==> config.mk <==
export PLATFORM = sky130hd
export DESIGN_NAME = wdt_two_stage
export DESIGN_NICKNAME = d
export VERILOG_FILES = /design/src/rtl/wdt_two_stage.sv
export SDC_FILE = /design/constraint.sdc
export NUM_CORES = 1
export LEC_CHECK = 0
export ABC_AREA = 1
export BUFFER_PORTS_ARGS = -buffer_cell sky130_fd_sc_hd__buf_4
export CORE_MARGIN = 2
export CORE_UTILIZATION = 50
export DETAILED_ROUTE_END_ITERATION = 8
export GPL_TIMING_DRIVEN = 1
export PLACE_DENSITY = 0.74
export SYNTH_ARGS = -nofsm -noshare
export SYNTH_HDL_FRONTEND = slang
export SYNTH_SLANG_ARGS = --single-unit
==> constraint.sdc <==
create_clock -name clk -period 1.6 [get_ports clk]
set_input_delay 0.16 -clock clk [delete_from_list [all_inputs] [get_ports clk]]
set_output_delay 0.16 -clock clk [all_outputs]
set_load 0.005 [all_outputs]
==> src/rtl/wdt_two_stage.sv <==
module wdt_two_stage #(
  parameter int PRE_W   = 20,
  parameter int SLOW_SH = 15,
  parameter int FAST_SH = 5
) (
  input  logic             clk,
  input  logic             rst_n,
  input  logic             tick,
  input  logic [PRE_W-1:0] preload_a,
  input  logic [PRE_W-1:0] preload_b,
  input  logic             fast_scale,
  input  logic [1:0]       irq_mode,
  input  logic             reboot_en,
  input  logic             free_run,
  input  logic             enable,
  input  logic             enable_rise,
  input  logic             disable_pulse,
  input  logic             ping,
  output logic             irq_pulse,
  output logic             smi_pulse,
  output logic             reboot_pulse,
  output logic             in_stage2,
  output logic             prev_reboot_set
);
  localparam int CNT_W = PRE_W + SLOW_SH;
  localparam logic [1:0] MODE_IRQ = 2'b00;
  localparam logic [1:0] MODE_SMI = 2'b10;

  logic             running;
  logic [CNT_W-1:0] cnt;

  wire [CNT_W-1:0] load_a = fast_scale ? (CNT_W'(preload_a) << FAST_SH)
                                       : (CNT_W'(preload_a) << SLOW_SH);
  wire [CNT_W-1:0] load_b = fast_scale ? (CNT_W'(preload_b) << FAST_SH)
                                       : (CNT_W'(preload_b) << SLOW_SH);
  wire restart = enable_rise | (ping & enable);
  wire expire  = running & tick & (cnt <= CNT_W'(1));

  always_ff @(posedge clk) begin
    if (!rst_n) begin
      running         <= 1'b0;
      in_stage2       <= 1'b0;
      cnt             <= '0;
      irq_pulse       <= 1'b0;
      smi_pulse       <= 1'b0;
      reboot_pulse    <= 1'b0;
      prev_reboot_set <= 1'b0;
    end else begin
      irq_pulse       <= 1'b0;
      smi_pulse       <= 1'b0;
      reboot_pulse    <= 1'b0;
      prev_reboot_set <= 1'b0;
      if (disable_pulse) begin
        running <= 1'b0;
      end else if (restart) begin
        running   <= 1'b1;
        in_stage2 <= 1'b0;
        cnt       <= load_a;
      end else if (expire) begin
        if (!in_stage2) begin
          irq_pulse <= (irq_mode == MODE_IRQ);
          smi_pulse <= (irq_mode == MODE_SMI);
          in_stage2 <= 1'b1;
          cnt       <= load_b;
        end else begin
          reboot_pulse    <= reboot_en;
          prev_reboot_set <= reboot_en;
          in_stage2       <= 1'b0;
          running         <= free_run;
          cnt             <= load_a;
        end
      end else if (running && tick) begin
        cnt <= cnt - CNT_W'(1);
      end
    end
  end
endmodule

==> summary.txt <==
Timing
  • Slew HR: 73.0%
  • RSZ-0062 raised after global routing: yes
  • Worst Skew: 0.0128 ns
  • Final setup margin: -0.320 ns
  • Crit share post-route: 120%
  • Min Tclk post-route: a little under 2 ns
  • Max-slew violations: 0
  • Final Hold Vio Count: 0
  • Worst-Margin Slew: about 0.4 ns
  • Finish-stage setup viols: 39
  • Worst Hold Slack: approximately 0.0045 ns
  • Max Fclk: around 0.52 GHz

GRT
  • GR Util All Layers: between 30% and 40%
  • Initial antenna violation count: 0
  • Largest net degree at the start of global routing: 38
  • Congestion Overflow GR: 0
  • Number of global-route vias before repair: about 4500
  • First-pass GRT wire length: 22500 um

Worst setup path
  • Worst Path Max Fanout: 7
  • CP peak stage delay: 0.36 ns
  • CP delay by family, top: simple AND/OR/NAND/NOR gates
  • Crit Path Category: register to register
  • CP required: between 1.5 and 2 ns
  • CP Buf/Inv Count: 1
  • Slowest CP cell: dfxtp_1
  • Critical-path cell list: nor2_2, nand2_2, nor2_4, nand2_2, nor2_4, nand2_2, nand2_8, nand2_8, buf_6, nand2_2, o211ai_1, a21oi_1
  • CP endpoint kind: register
  • CP most frequent cell: nand2_2
  • CP arrival: 2.15 ns
  • Startpoint types: register

Synthesis
  • Synthesized Nets: between 700 and 800
  • Syn_area_per_cell: approximately 5.6 um2
  • EDFF count, synth: 0
  • Sequential area share after synthesis: 21.9%
  • Top post-synthesis cells by count: 223 x nand2_1, 78 x nor2_1, 70 x nand3_1
  • Post-Syn Area: ~3700 um2
  • Main area contributors after synthesis: nand2_1 23%, dfxtp_1 22%, nand3_1 9.6%
  • Ys flop type: dfxtp_1
  • #FFs+latches synth: 40
  • Cell variety after synth: 32
  • Cell taking the most area after synthesis: nand2_1
  • Post-synth top area share: between 20% and 30%
  • Asr flop ratio synth: 0%
  • Count leader, synth: nand2_1
  • Synthesized instance count: 654
  • YS warnings: 0

Power
  • Reg power frac: between 20% and 30%
  • Clk pwr share: slightly below 20%
  • Switch Pwr: 1.86 mW
  • Part of the power in combinational logic: ~55%
  • Internal Power: 2.65 mW
  • Pwr dens: between 700 and 800 nW/um2
  • Net Sw Frac: between 40% and 50%
  • Leak: approximately 2.7 nW
  • VDD IR max: approximately 0.46 mV

Cells and area
  • # diodes: 0
  • Final Core Density: 79.3%
  • FF/Latch Area: 837 um2
  • Multi-input combinational cell area: between 2000 and 3000 um2
  • Fill cells: 530
  • Non-filler instance count after layout: ~900
  • Final #Nets: between 800 and 900
  • Fraction of layout cells with a size suffix above 1: 40.6%
  • Area grow syn2layout: 55.3%

Detailed routing
  • Routed WL: around 16000 um
  • Post-DRT Antenna Nets: 0
  • Routed length per instance: around 18 um
  • Vias/cell: between 5 and 6
  • DRT iter0 DRCs: between 500 and 600
  • Vias post-DR: 5227
  • DRC: 0
  • Pre-Repair DR Iteration Count: 6

Place
  • Placed cell count: 875
  • Final HPWL DP: 11100 um
  • Buffers on Ports: 56
  • GP Congestion: between 1 and 1.5

Floorplanning
  • DIE HEIGHT: around 90 um
  • # IOs: 57
  • Initial Util: between 50% and 60%
  • Placeable Area: around 7200 um2
  • Die area: 8020 um2
  • Rows: 31
  • DIE WIDTH: between 80 and 90 um

Status
  • Failing checks: setup timing
  • Outcome: finished, violations left

Clocking
  • CTS Buf Count: 5
  • Root Buffer: clkbuf_8
  • Htree depth: 2
  • TritonCTS clock tree: built
  • Hold Buf Count CTS: 0
  • CTS max path bufs: 2
  • Worst skew pair latency: about 0.31 ns
  • Clock sink total: 40
  • Clock transition at path regs: approximately 0.1 ns

Hold path
  • Worst min path class: primary input to register

Job
  • Max-Cap Viols: 0
## final cells by class
class / instances / share of cell area, %
multi-input combinational: 529 / 51.7
sequential: 40 / 14.7
inverter: 49 / 3.28
clock inverter: 3 / 0.814
clock buffer: 5 / 1.21
tap: 99 / 2.18
timing repair buffer: 179 / 26.1
## metal layers
| layer | share of wire, % | GRT usage (%) |
|---|---|---|
| met5 | 0 | 0 |
| met4 | 3.7 | 13.3 |
| met3 | 9.5 | 5.12 |
| met2 | 46 | 57.0 |
| met1 | 41 | 51.4 |
## final timing paths
kind	startpoint	to	slack (ns)	cells past startpoint
max reg2reg	cnt[2]	cnt[22]	-0.32	12
min	irq_mode[1]	irq_pulse	0.004	2
min reg2reg	cnt[26]	cnt[26]	0.51	2
max	cnt[2]	cnt[22]	-0.32	12
## worst reg2reg max path: stages (launching register included)
cell	delay [ns]
dfxtp_1	0.36
nor2_2	0.15
nand2_2	0.10
nor2_4	0.11
nand2_2	0.09
nor2_4	0.10
nand2_2	0.10
nand2_8	0.14
nand2_8	0.12
buf_6	0.16
nand2_2	0.07
o211ai_1	0.12
a21oi_1	0.22
## per-stage QoR
stage / area (um2) / TNS (ns) / total power, mW / setup slack, ns
after floorplan: 3700 / 0 / 2.27 / 0.000812
after global placement: 4880 / -6.34 / 3.13 / -0.228
after detailed placement: 4880 / -7.02 / 3.16 / -0.290
after CTS: 5240 / -4.27 / 4.18 / -0.153
after global routing: 5690 / -13.52 / 4.73 / -0.408
final: 5690 / -9.53 / 4.52 / -0.320
## cell families after synthesis
logic type / Yosys count / synth area share (%)
AOI/OAI and AO/OA: 103 / 16.3
buffers and inverters: 85 / 9.23
xor gates and xnor gates: 25 / 5.98
DFF: 40 / 21.9
and+or+nand+nor: 399 / 45.9
adders and majority gates: 2 / 0.683
## registers in the layout (all words and copies together) (netlist names)
name	flops
prev_reboot_set	1
smi_pulse	1
cnt	35
running	1
irq_pulse	1
in_stage2	1
## power groups by stage
| stage | combinational, mW | sequential (mW) | clock (mW) |
|---|---|---|---|
| 6_report | 2.47 | 1.16 | 0.891 |
| 3_3_place_gp | 1.98 | 1.15 | 0 |
| 4_1_cts | 2.16 | 1.15 | 0.878 |
| 5_1_grt | 2.64 | 1.16 | 0.925 |
| 2_1_floorplan | 1.12 | 1.15 | 0 |
| 3_5_place_dp | 2.01 | 1.16 | 0 |
## placed cells by master (no fill, tap or decap), types with 6 or more instances in the layout
cell type,count
a21oi_2,8
nor2_4,13
nor2_1,50
buf_4,165
buf_6,6
nand2_4,6
nor2_2,27
nand2_1,182
a31oi_1,9
xnor2_1,11
xor2_1,11
nand3_1,60
dfxtp_2,14
a21oi_1,46
nand3_2,10
nand2_2,40
inv_1,43
o22ai_1,20
o221ai_1,10
dfxtp_1,21
## repair_timing
action,in CTS,in global routing
resized for setup,56,80
gates cloned,0,6
pin swaps,15,30
buffers inserted,10,5
endpoints found under the setup margin,39,40
(Power assumes the default switching activity.)
